<file path="src/rtl/pfg_pkg.sv">
// Package: shared constants for the PWM fault shutdown guard.
// Assumes a small register space of four word addresses.
package pfg_pkg;
    localparam int ADDR_W = 2;
    localparam int DATA_W = 8;

    // Register addresses
    localparam logic [ADDR_W-1:0] ADR_STATUS  = 2'd0;
    localparam logic [ADDR_W-1:0] ADR_SWTRIP  = 2'd1;
    localparam logic [ADDR_W-1:0] ADR_RESTART = 2'd2;

    // Status bit positions
    localparam int ST_PIN_BIT   = 0;
    localparam int ST_LATCH_BIT = 1;
endpackage

</file>
<file path="src/rtl/pfg_sync.sv">
// Module: multi-flop synchronizer for a single asynchronous level.
// Assumes the input may change at any time. The output is delayed by
// STAGES rising edges. RST_VAL is the value held during reset.
module pfg_sync #(
    parameter int   STAGES  = 2,
    parameter logic RST_VAL = 1'b1
) (
    input  logic clk,
    input  logic rst_n,
    input  logic async_in,
    output logic sync_out
);
    logic [STAGES-1:0] chain_q;

    // Shift the level through the flop chain
    always_ff @(posedge clk) begin
        if (!rst_n) chain_q <= {STAGES{RST_VAL}};
        else        chain_q <= {chain_q[STAGES-2:0], async_in};
    end

    assign sync_out = chain_q[STAGES-1];
endmodule

</file>
<file path="src/rtl/pfg_reg_port.sv">
// Module: register decode and registered read mux.
// Produces single-cycle strobes from the write and read port.
// Assumes at most one of reg_wr and reg_rd is used per cycle by software;
// both are handled independently anyway.
module pfg_reg_port
    import pfg_pkg::*;
(
    input  logic              clk,
    input  logic              rst_n,
    input  logic              reg_wr,
    input  logic              reg_rd,
    input  logic [ADDR_W-1:0] reg_addr,
    input  logic [DATA_W-1:0] reg_wdata,
    input  logic              pin_ok,
    input  logic              latched,
    input  logic              soft_flag,
    output logic              soft_set,
    output logic              restart_req,
    output logic              soft_rd,
    output logic [DATA_W-1:0] reg_rdata
);
    logic [DATA_W-1:0] rd_mux;

    // Decode write and read strobes
    always_comb begin
        soft_set    = reg_wr && (reg_addr == ADR_SWTRIP)  && reg_wdata[0];
        restart_req = reg_wr && (reg_addr == ADR_RESTART) && reg_wdata[0];
        soft_rd     = reg_rd && (reg_addr == ADR_SWTRIP);
    end

    // Select the word presented for the addressed register
    always_comb begin
        rd_mux = '0;
        case (reg_addr)
            ADR_STATUS: begin
                rd_mux[ST_PIN_BIT]   = pin_ok;
                rd_mux[ST_LATCH_BIT] = latched;
            end
            ADR_SWTRIP: rd_mux[0] = soft_flag;
            default:    rd_mux = '0;
        endcase
    end

    // Capture read data on a read strobe, hold it otherwise
    always_ff @(posedge clk) begin
        if (!rst_n)      reg_rdata <= '0;
        else if (reg_rd) reg_rdata <= rd_mux;
    end

    // read data changes only on a read
    a_r11_rdata_hold: assert property (@(posedge clk) disable iff (!rst_n)
        !$past(reg_rd) && $past(rst_n) |-> $stable(reg_rdata));
endmodule

</file>
<file path="src/rtl/pfg_fault_latch.sv">
// Module: shutdown latch, trip interrupt and software source flag.
// Assumes pin_ok is already synchronized. A set request (pin low or
// software write) wins over a restart in the same cycle.
module pfg_fault_latch (
    input  logic clk,
    input  logic rst_n,
    input  logic pin_ok,
    input  logic soft_set,
    input  logic restart_req,
    input  logic soft_rd,
    output logic latched,
    output logic trip_irq,
    output logic soft_flag
);
    logic set_ev;
    logic new_event;

    // A shutdown request is present this cycle
    always_comb begin
        set_ev    = soft_set || !pin_ok;
        new_event = set_ev && !latched;
    end

    // Hold shutdown until an accepted restart
    always_ff @(posedge clk) begin
        if (!rst_n)                     latched <= 1'b0;
        else if (set_ev)                latched <= 1'b1;
        else if (restart_req && pin_ok) latched <= 1'b0;
    end

    // One-cycle interrupt at the start of each event
    always_ff @(posedge clk) begin
        if (!rst_n) trip_irq <= 1'b0;
        else        trip_irq <= new_event;
    end

    // Remember whether the latest shutdown came from software
    always_ff @(posedge clk) begin
        if (!rst_n)         soft_flag <= 1'b0;
        else if (soft_set)  soft_flag <= 1'b1;
        else if (new_event) soft_flag <= 1'b0;
        else if (soft_rd)   soft_flag <= 1'b0;
    end

    // the interrupt never lasts longer than one cycle
    a_r4_irq_one_cycle: assert property (@(posedge clk) disable iff (!rst_n)
        trip_irq |=> !trip_irq);

    // an accepted software trip always latches
    a_r6_soft_latches: assert property (@(posedge clk) disable iff (!rst_n)
        soft_set |=> latched);

    // the latch falls only on a restart with the pin high
    a_r8_restart_gated: assert property (@(posedge clk) disable iff (!rst_n)
        $past(rst_n) && $fell(latched) |-> $past(restart_req) && $past(pin_ok));

    // a read without a new set clears the source flag
    a_r7_read_clears: assert property (@(posedge clk) disable iff (!rst_n)
        soft_rd && !soft_set |=> !soft_flag);
endmodule

</file>
<file path="src/rtl/pfg_gate.sv">
// Module: combinational output gating. No clock anywhere on this path.
// Assumes fault_now already combines the raw pin and the latched state.
module pfg_gate #(
    parameter int              N_CH      = 6,
    parameter logic [N_CH-1:0] OFF_LEVEL = '0
) (
    input  logic            fault_now,
    input  logic [N_CH-1:0] pwm_in,
    input  logic            sync_in,
    input  logic            sync_irq_in,
    output logic [N_CH-1:0] pwm_out,
    output logic            sync_out,
    output logic            sync_irq_out
);
    // Per-channel force to the OFF level
    for (genvar g = 0; g < N_CH; g++) begin : g_ch
        assign pwm_out[g] = fault_now ? OFF_LEVEL[g] : pwm_in[g];
    end

    // Block sync pulse and sync interrupt
    assign sync_out     = sync_in     && !fault_now;
    assign sync_irq_out = sync_irq_in && !fault_now;
endmodule

</file>
<file path="src/rtl/pwm_fault_guard.sv">
// Module: top of the PWM fault shutdown guard.
// Raw trip_n forces the outputs asynchronously. A synchronized copy
// drives the latch, the interrupt and the status register.
// Assumes active-low trip_n is pulled down on the board.
module pwm_fault_guard
    import pfg_pkg::*;
#(
    parameter int              N_CH        = 6,
    parameter int              SYNC_STAGES = 2,
    parameter logic [N_CH-1:0] OFF_LEVEL   = '0
) (
    input  logic              clk,
    input  logic              rst_n,
    input  logic              trip_n,
    input  logic              reg_wr,
    input  logic              reg_rd,
    input  logic [ADDR_W-1:0] reg_addr,
    input  logic [DATA_W-1:0] reg_wdata,
    output logic [DATA_W-1:0] reg_rdata,
    input  logic [N_CH-1:0]   pwm_in,
    output logic [N_CH-1:0]   pwm_out,
    input  logic              sync_in,
    output logic              sync_out,
    input  logic              sync_irq_in,
    output logic              sync_irq_out,
    output logic              trip_irq
);
    logic pin_ok;
    logic latched;
    logic soft_flag;
    logic soft_set;
    logic restart_req;
    logic soft_rd;
    logic fault_now;

    pfg_sync #(.STAGES(SYNC_STAGES), .RST_VAL(1'b1)) i_sync (
        .clk(clk), .rst_n(rst_n), .async_in(trip_n), .sync_out(pin_ok));

    pfg_reg_port i_regs (
        .clk(clk), .rst_n(rst_n), .reg_wr(reg_wr), .reg_rd(reg_rd),
        .reg_addr(reg_addr), .reg_wdata(reg_wdata), .pin_ok(pin_ok),
        .latched(latched), .soft_flag(soft_flag), .soft_set(soft_set),
        .restart_req(restart_req), .soft_rd(soft_rd), .reg_rdata(reg_rdata));

    pfg_fault_latch i_latch (
        .clk(clk), .rst_n(rst_n), .pin_ok(pin_ok), .soft_set(soft_set),
        .restart_req(restart_req), .soft_rd(soft_rd), .latched(latched),
        .trip_irq(trip_irq), .soft_flag(soft_flag));

    // Fault is the raw pin OR the latched state
    assign fault_now = !trip_n || latched;

    pfg_gate #(.N_CH(N_CH), .OFF_LEVEL(OFF_LEVEL)) i_gate (
        .fault_now(fault_now), .pwm_in(pwm_in), .sync_in(sync_in),
        .sync_irq_in(sync_irq_in), .pwm_out(pwm_out), .sync_out(sync_out),
        .sync_irq_out(sync_irq_out));

    // a low pin always shows the OFF pattern
    a_r1_pin_forces_off: assert property (@(posedge clk) disable iff (!rst_n)
        !trip_n |-> pwm_out == OFF_LEVEL);

    // latched shutdown keeps sync silent
    a_r3_sync_quiet: assert property (@(posedge clk) disable iff (!rst_n)
        latched |-> !sync_out && !sync_irq_out);

    // latched shutdown keeps gates off
    a_r2_latched_off: assert property (@(posedge clk) disable iff (!rst_n)
        latched |-> pwm_out == OFF_LEVEL);
endmodule

</file>
<file path="config.mk">
export PLATFORM = sky130hd
export DESIGN_NAME = pwm_fault_guard
export DESIGN_NICKNAME = d
export VERILOG_FILES = /design/src/rtl/pfg_pkg.sv /design/src/rtl/pfg_sync.sv /design/src/rtl/pfg_reg_port.sv /design/src/rtl/pfg_fault_latch.sv /design/src/rtl/pfg_gate.sv /design/src/rtl/pwm_fault_guard.sv
export SDC_FILE = /design/constraint.sdc
export NUM_CORES = 1
export LEC_CHECK = 0
export BUFFER_PORTS_ARGS = -buffer_cell sky130_fd_sc_hd__clkbuf_2
export CAP_MARGIN = 20
export CORE_MARGIN = 10
export CORE_UTILIZATION = 25
export DETAILED_ROUTE_END_ITERATION = 16
export GPL_ROUTABILITY_DRIVEN = 0
export GPL_TIMING_DRIVEN = 0
export PLACE_DENSITY_LB_ADDON = 0.08
export RECOVER_POWER = 25
export SETUP_SLACK_MARGIN = 0.2
export SYNTH_ARGS = -nofsm -noshare
export SYNTH_HDL_FRONTEND = slang
export SYNTH_HIERARCHICAL = 1
export SYNTH_SLANG_ARGS = --single-unit
</file>
<file path="constraint.sdc">
create_clock -name clk -period 1.2 [get_ports clk]
set_clock_uncertainty 0.2 [all_clocks]
set_input_delay 0.06 -clock clk [delete_from_list [all_inputs] [get_ports clk]]
set_output_delay 0.06 -clock clk [all_outputs]
set_load 0.1 [all_outputs]
</file>
==> flow_summary.ini, run 1 <==
[status]
status = finished, violations left
violations = negative hold slack, negative setup slack

[clock_tree]
cts_tree = built
clockBufferDepth = 2
cts_made_buffers = 3
clock_sinks = 7
hold_buffers = 2
clkTransAtPathRegs_ns = 0.06
worst_skew_pair.late_latency_ns = 0.25
cts_root_buf = clkbuf_4
cts_max_level = 1

[die]
die_h_um = 59.3
die_x_um = 59.3
core_um2 = 1490
rows = 14
die-area_um2 = 3510
pin_count = 40
start_util_pct = 25.9

[synthesis]
yosys.area.top_type_share_pct = 36.4
synth_compound_area_share_pct = 7.14
synth_cell_types = 15
muxShareOfSynthArea_pct = 2.60
syn_area_um2 = 385
yosys_warnings = 6
synth_commonest_cells = nor2b_1 (10), dfxtp_1 (7), buf_4 (6), nand2b_1 (4), nor3b_1 (4)
synth_top_family_by_area = simple AND/OR/NAND/NOR gates
synth-simple-area-share_pct = 41.2
yosysMostFrequentCell = nor2b_1
synth_xor_area_share_pct = 0
synth_edf_count = 0
ys_seq_elements = 7
syn_inst = 43
async_reset_ff_share_pct = 0
post_synth_fa_ha_maj_area_fraction_pct = 0
synth_area_leaders = dfxtp_1 (36%), nor2b_1 (16%), buf_4 (12%)
yosysSeqAreaShare_pct = 36.4
synth_top_cell_by_area = dfxtp_1
syn_area_per_cell_um2 = 8.96
synth_flop_cell = dfxtp_1

[sta]
slew_violations = 0
postLayoutSetupSlackWorst_ns = -0.250
clock.fmax_ghz = 0.690
min_period_ns = 1.45
finalSetupTns_ns = -1.90
period_share_pct = 121
final-hold-violation-count = 7
rsz0062_at_grt = yes
holdWs_ns = -0.128
setup_violations = 8

[grt]
antenna_found_initial = 0
grt_max_degree = 9
grt_pass1_vias = 429
gr-total-overflow = 0
track_usage_pct = 7.65
grt_pass1_wl_mm = 2.05

[setup_path]
slowest_delay_ns = 0.32
reg2reg_from = i_latch/latched
r2r_slack_ns = 0.13
cp.arrival_ns = 1.19
worstReg2RegEnd = i_regs/reg_rdata[1]
cp_top_family = simple AND/OR/NAND/NOR gates
worst-path-buf-inv = 1
required_ns = 0.94
crit_start = i_latch/latched
endpoint_kind = primary output
crit_path_end = pwm_out[4]
path_max_fanout = 8
crit_type = reg2out
cp_cell_sequence = nand2b_4, nor2b_4, clkbuf_16
start_kind = flop
r2r_cells = 3
crit_slowest_cell = dfxtp_2
crit_cells = 3

[route]
detail-route-antenna-nets = 0
first_pass_iters = 4
avgViaCountPerCell = 4.14
drc = 0
wl_per_cell_um = 12.9
vias = 402
drt-total-wl_mm = 1.25
drtIter0Drc = 8

[finish]
fillers = 113
drive_above_1_share_pct = 63.0
final_cells = 97
final_area_um2 = 926
nets = 105
area_growth_pct = 140
antennaDiodeCount = 0

[placement]
place_area_um2 = 632
io_buffer_count = 26
dp.cells = 90
detailedPlace.worstSlack_ns = -0.239

[pwr]
leakagePower_uw = 0.000452
power_uw = 929
power_density_nw_per_um2 = 1000
peakVddDrop_uv = 654

[flow_run]
cap_violations = 0

[min_path]
holdCritPathClass = in2reg
==> metal layers <==
metal  wire (um)  vias to the layer above  part of all wire [%]  GRT usage (%)
met5           0                        -                     0              0
met4           0                        0                     0           4.92
met3         195                        0                    16           4.72
met2         532                       26                    43           11.4
met1         523                      170                    42           7.81
li1            -                      206                     -              -
==> final cells by class <==
cell class	count	area [um^2]	share of cell area, %
clock buffer	4	26.3	2.84
multi-input combinational	35	304	32.8
timing repair buffer	29	380	41.1
sequential	7	150	16.2
buffer	6	45.0	4.86
tap	16	20.0	2.16
==> worst min-delay path by stage <==
stage                                    to  cells after the start    from
after floorplan           i_sync/chain_q[1]                      1   rst_n
after global placement    i_sync/chain_q[0]                      2  trip_n
after detailed placement  i_sync/chain_q[0]                      2  trip_n
after CTS                 i_sync/chain_q[1]                      2   rst_n
after global routing      i_sync/chain_q[0]                      2   rst_n
final                     i_sync/chain_q[1]                      2   rst_n
==> placed cells by master (no fill, tap or decap), drive strengths merged <==
| master | count |
|---|---|
| nor3b | 4 |
| dlymetal6s4s | 1 |
| dlygate4sd3 | 1 |
| nor2 | 1 |
| o21ai | 1 |
| buf | 7 |
| o21a | 2 |
| dfxtp | 7 |
| conb | 6 |
| mux2i | 1 |
| nand2 | 1 |
| clkbuf | 30 |
| nand3b | 2 |
| nand2b | 4 |
| nor2b | 10 |
| nor4bb | 1 |
| a21boi | 1 |
| and3b | 1 |
==> flip-flops by register name, summed over array words and instances, names as in the netlist <==
name,flops
i_regs/reg_rdata,2
i_sync/chain_q,2
i_latch/latched,1
i_latch/soft_flag,1
i_latch/trip_irq,1
==> where the power goes <==
| group | total [uW] | switching (uW) | leakage, uW | internal [uW] |
|---|---|---|---|---|
| clock network | 218 | 90.7 | 0.0000150 | 127 |
| registers | 245 | 5.33 | 0.0000597 | 240 |
| logic | 466 | 296 | 0.000377 | 170 |
==> timing repair <==
item	4_1_cts	5_1_grt
hold endpoints to repair	7	7
pin swaps	3	0
buffers inserted	1	0
setup endpoints to repair	12	15
gates resized for setup	35	2
==> kinds of logic (layout without fill, tap and decap cells) <==
group | Yosys count | count (layout)
simple gates | 24 | 24
other cells | 1 | 6
compound gates | 4 | 4
mux | 1 | 1
flops | 7 | 7
buf+inv | 6 | 39
==> through the flow <==
step | hold slack [ns] | util, %
floorplan | -0.0670 | -
global placement | 0.108 | 42.4
detailed placement | 0.120 | 42.4
CTS | -0.127 | 61.8
global route | -0.118 | 62.2
finish | -0.128 | 62.2
==> worst register-to-register path, stage by stage (launching register included) <==
cell,delay [ns]
dfxtp_2,0.32
buf_4,0.14
nor4bb_4,0.14
o21a_1,0.16
No activity file was read; power rests on OpenSTA's default activity.
==> run 2: changes to the inputs <==
==> constraint.sdc (replaced) <==
create_clock -name clk -period 1.82 [get_ports clk]
set_clock_uncertainty 0.2 [all_clocks]
set_input_delay 0.091 -clock clk [delete_from_list [all_inputs] [get_ports clk]]
set_output_delay 0.091 -clock clk [all_outputs]
set_load 0.1 [all_outputs]
==> run 2 against run 1 <==
The run now ends clean. Sequential share of layout area up 3.0 points. Non-clock buffer count up 2. Largest cell class unchanged. Critical path depth up 2. Utilization down 13 points. Worst hold slack better by 0.14 ns. Count of clock-buffer cells in the layout unchanged. Wire length down 4.0%. Highest routed layer unchanged. Clock power down 38%.
==> flow_summary.ini, run 2 (synthesis results as in run 1) <==
[grt]
grtUsageMet2_pct = 11.9
grt_max_degree = 9
grt_pass1_wl_mm = 1.95
track_usage_pct = 6.94
antenna_found_initial = 0
grt_use_met3_pct = 5.58
grt_use_met1_pct = 6.04
gr-max-usage-layer = met2
grt_pass1_vias = 420
gr-total-overflow = 0

[sta]
final-hold-violation-count = 0
period_share_pct = 84.6
min_period_ns = 1.54
tightest_slew_ns = 0.543
clock.fmax_ghz = 0.650
setup_violations = 0
finalSetupTns_ns = 0
rsz0062_at_grt = no
slew_violations = 0
relSlewSlack_pct = 63.9

[placement]
io_buffer_count = 26
place_area_um2 = 574

[die]
die_x_um = 59.3
die_h_um = 59.3
die-area_um2 = 3510
rows = 14
start_util_pct = 25.9
pin_count = 40
core_um2 = 1490

[setup_path]
required_ns = 1.53
crit_type = in2out
path_max_fanout = 8
cp.arrival_ns = 1.25
crit_slowest_cell = dlygate4sd3_1
cp_cell_sequence = dlygate4sd3_1, clkbuf_2, nand2b_4, nor2b_2, clkbuf_8
endpoint_kind = primary output
start_kind = input port
slowest_delay_ns = 0.52

[clock_tree]
cts_tree = built
clock_sinks = 7
cts_setup_buffers = 0
cts_root_buf = clkbuf_4
worst_skew_pair.late_latency_ns = 0.24
cts_max_level = 1
clkTransAtPathRegs_ns = 0.05
cts_made_buffers = 3
clockBufferDepth = 2

[route]
vias = 419
drt-total-wl_mm = 1.20
avgViaCountPerCell = 4.23
wl_per_cell_um = 12.1
drtIter0Drc = 0
drc = 0
first_pass_iters = 1
detail-route-antenna-nets = 0

[finish]
fillers = 146
drive_above_1_share_pct = 53.0
final_common_cell = clkbuf_2
nets = 107
area_growth_pct = 89.6
reg_top3 = i_regs/reg_rdata x2, i_sync/chain_q x2
final_area_um2 = 731
layout_common_cells = clkbuf_2 (17), nor2b_2 (8), clkbuf_8 (8)
antennaDiodeCount = 0

[status]
status = completed

[pwr]
leakagePower_uw = 0.000352
power_density_nw_per_um2 = 762
peakVddDrop_uv = 378

[min_path]
holdCritPathClass = in2reg

[flow_run]
cap_violations = 0
[run 2: changes by cell type in the layout (fill, tap and decap cells not counted), moves of 2 or more]
cell,previous run,this run
dlygate4sd3_1,1,5
dfxtp_1,3,7
dfxtp_2,2,0
clkbuf_8,0,8
dfxtp_4,2,0
nor2b_4,8,0
clkbuf_2,15,17
nor2b_2,1,8
clkbuf_16,11,0
[run 2: worst paths after layout]
check / slack [ns] / startpoint / cells after the start / endpoint
worst max register to register: 0.73 / i_latch/latched / 2 / i_regs/reg_rdata[1]
worst max-delay path: 0.28 / trip_n / 5 / pwm_out[0]
worst min register to register: 0.22 / i_sync/chain_q[0] / 1 / i_sync/chain_q[1]
worst min-delay path: 0.01 / reg_addr[0] / 3 / i_regs/reg_rdata[0]
[run 2: worst max-delay path: cells and delay by family]
kind	cells	cell delay, ns
buffers and inverters	3	0.90
AND/OR/NAND/NOR	2	0.25
[run 2: through the flow]
step           total power (uW)  hold slack, ns  setup slack [ns]  std cells  util (%)
2_1_floorplan               356         -0.0360            0.0394         48         -
3_3_place_gp                393           0.119             0.200         90      38.6
3_5_place_dp                393           0.117             0.206         90      38.6
4_1_cts                     562         0.00826             0.222         99      48.6
5_1_grt                     590          0.0270             0.207         99      49.1
6_report                    557          0.0133             0.281         99      49.1
[run 2: routing by layer]
metal	part of all wire (%)	vias up	routed length, um
met5	0	-	0
met4	0	0	0
met3	21	0	253
met2	45	26	537
met1	34	183	411
li1	-	210	-
[run 2: where the power goes]
group          leakage, uW  internal [uW]  switching [uW]
Sequential       0.0000573            160            3.86
Combinational     0.000280           73.0             184
Clock            0.0000150           83.4            52.8
[run 2: layout make-up]
class | instances | area [um^2] | area share, %
Buffer | 6 | 45.0 | 6.16
Clock buffer | 4 | 26.3 | 3.60
Multi-Input combinational cell | 35 | 246 | 33.7
Sequential cell | 7 | 140 | 19.2
Tap cell | 16 | 20.0 | 2.74
Timing Repair Buffer | 31 | 253 | 34.6
[run 2: timing repair]
| action | CTS | global route |
|---|---|---|
| endpoints found under the setup margin | 8 | 9 |
| hold buffers | 5 | 0 |
| gates resized for setup | 17 | 4 |
| hold endpoints to repair | 7 | 0 |
==> run 3: changes to the inputs <==
--- a/config.mk
+++ b/config.mk
@@ -5,6 +5,7 @@
 export SDC_FILE = /design/constraint.sdc
 export NUM_CORES = 1
 export LEC_CHECK = 0
+export ABC_AREA = 1
 export BUFFER_PORTS_ARGS = -buffer_cell sky130_fd_sc_hd__clkbuf_2
 export CAP_MARGIN = 20
 export CORE_MARGIN = 10
==> constraint.sdc (replaced) <==
create_clock -name clk -period 1.3 [get_ports clk]
set_clock_uncertainty 0.2 [all_clocks]
set_input_delay 0.065 -clock clk [delete_from_list [all_inputs] [get_ports clk]]
set_output_delay 0.065 -clock clk [all_outputs]
set_load 0.1 [all_outputs]
==> run 3 against run 2 <==
The run now ends with negative hold slack, negative setup slack left. Synthesized cell count is 70% higher. Die area is 8.9% higher. Clock power is 46% higher. Critical path type is now reg2out.
==> flow_summary.ini, run 3 <==
[synthesis]
yosysMostFrequentCell = inv_1
synth_commonest_cells = inv_1 (21), nor2_1 (18), nand2_1 (9), dfxtp_1 (7), buf_4 (6)
synth_xor_area_share_pct = 0
syn_area_um2 = 438
synth_area_leaders = dfxtp_1 (32%), inv_1 (18%), nor2_1 (15%)
synth-simple-area-share_pct = 32.0
yosys.area.top_type_share_pct = 32.0
synth_compound_area_share_pct = 3.43
yosys_warnings = 6
synth_top_family_by_area = simple AND/OR/NAND/NOR gates
syn_inst = 73
synth_top_cell_by_area = dfxtp_1
synth_cell_types = 13
synth_edf_count = 0
post_synth_fa_ha_maj_area_fraction_pct = 0
async_reset_ff_share_pct = 0
ys_seq_elements = 7
yosysSeqAreaShare_pct = 32.0
muxShareOfSynthArea_pct = 0
synth_flop_cell = dfxtp_1
syn_area_per_cell_um2 = 6.00

[clock_tree]
cts_root_buf = clkbuf_4
cts_max_level = 1
hold_buffers = 4
clockBufferDepth = 2
cts_made_buffers = 3
clkTransAtPathRegs_ns = 0.05
worst_skew_pair.late_latency_ns = 0.25
clock_sinks = 7
cts_tree = built

[finish]
layout_common_cells = inv_1 (20), clkbuf_2 (14), nor2_4 (9), nor2_1 (9)
final_cells = 130
seqCellArea_um2 = 150
nets = 137
drive_above_1_share_pct = 49.6
final_area_um2 = 960
final_common_cell = inv_1
antennaDiodeCount = 0
reg_top3 = i_regs/reg_rdata x2, i_sync/chain_q x2
area_growth_pct = 119
fillers = 156
multi_input_area_um2 = 246

[min_path]
holdCritPathClass = in2reg

[route]
drt-total-wl_mm = 1.40
first_pass_iters = 4
drtIter0Drc = 8
drc = 0
vias = 491
avgViaCountPerCell = 3.78
wl_per_cell_um = 10.8
detail-route-antenna-nets = 0

[placement]
dp.cells = 121
place_area_um2 = 677
dp_hpwl_mm = 1.01
io_buffer_count = 26

[grt]
grt_max_degree = 9
grt_pass1_wl_mm = 1.93
grt_pass1_vias = 459
track_usage_pct = 6.86
gr-total-overflow = 0
antenna_found_initial = 0

[pwr]
power_density_nw_per_um2 = 922
leakagePower_uw = 0.000525
peakVddDrop_uv = 551

[setup_path]
r2r_slack_ns = 0.31
crit_type = reg2out
endpoint_kind = primary output
required_ns = 1.03
start_kind = flop
cp.arrival_ns = 1.14
path_max_fanout = 8

[die]
die_h_um = 61.9
pin_count = 40
start_util_pct = 25.9
die-area_um2 = 3830
die_x_um = 61.9
rows = 15
core_um2 = 1690

[sta]
final-hold-violation-count = 1
holdWs_ns = -0.0494
rsz0062_at_grt = yes
period_share_pct = 108
finalSetupTns_ns = -0.702
clock.fmax_ghz = 0.712
postLayoutSetupSlackWorst_ns = -0.104
slew_violations = 0
setup_violations = 8
min_period_ns = 1.40

[flow_run]
cap_violations = 0

[status]
status = finished, violations left
violations = negative hold slack, negative setup slack
[run 3: worst paths after layout]
path | start | cells after the start | end
setup / recovery | i_latch/latched | 5 | pwm_out[0]
setup reg to reg | i_latch/latched | 5 | i_latch/latched
hold reg to reg | i_sync/chain_q[0] | 2 | i_sync/chain_q[1]
hold / removal | reg_wdata[0] | 5 | i_latch/soft_flag
[run 3: logic make-up after synthesis]
kind of cell,count (synthesis)
AND/OR/NAND/NOR,33
other,1
buffers and inverters,29
AO/OA/AOI/OAI,3
flip-flops,7
[run 3: power by group]
part	internal, uW	total [uW]	switching, uW
Sequential	224	230	6.22
Combinational	152	457	305
Clock	117	198	80.7
[run 3: metal layers]
layer,part of all wire (%),track usage [%]
met1,40,7.04
met3,9.6,3.86
met5,0,0
met2,50,11.3
met4,0,2.87
[run 3: timing repair]
item	in CTS	in global routing
resized for setup	35	6
setup buffers	1	0
endpoints found under the hold margin	7	1
setup endpoints to repair	11	11
pin swaps	3	3
[run 3: worst max-delay path: stages, from the launching register on]
cell	delay (ns)
dfxtp_2	0.32
inv_2	0.05
nand2_2	0.05
buf_12	0.15
nor2_4	0.11
clkbuf_16	0.21
[run 3: area by class of cell]
type | count | share of cell area (%)
multi-input cells | 42 | 25.7
repair buffers | 31 | 38.3
flip-flops and latches | 7 | 15.6
inverters | 22 | 8.60
well taps | 17 | 2.22
clock buffers | 4 | 2.74
plain buffers | 7 | 6.78
[run 3: metrics by stage]
stage / total power, uW / hold WS, ns / setup WS, ns / util (%)
3_5_place_dp: 593 / 0.0661 / -0.0746 / 40.1
2_1_floorplan: 540 / -0.0663 / 0.0101 / -
5_1_grt: 930 / -0.0215 / -0.138 / 56.8
4_1_cts: 888 / -0.0508 / -0.119 / 56.2
3_3_place_gp: 592 / 0.0678 / -0.0666 / 40.1
6_report: 885 / -0.0494 / -0.104 / 56.8
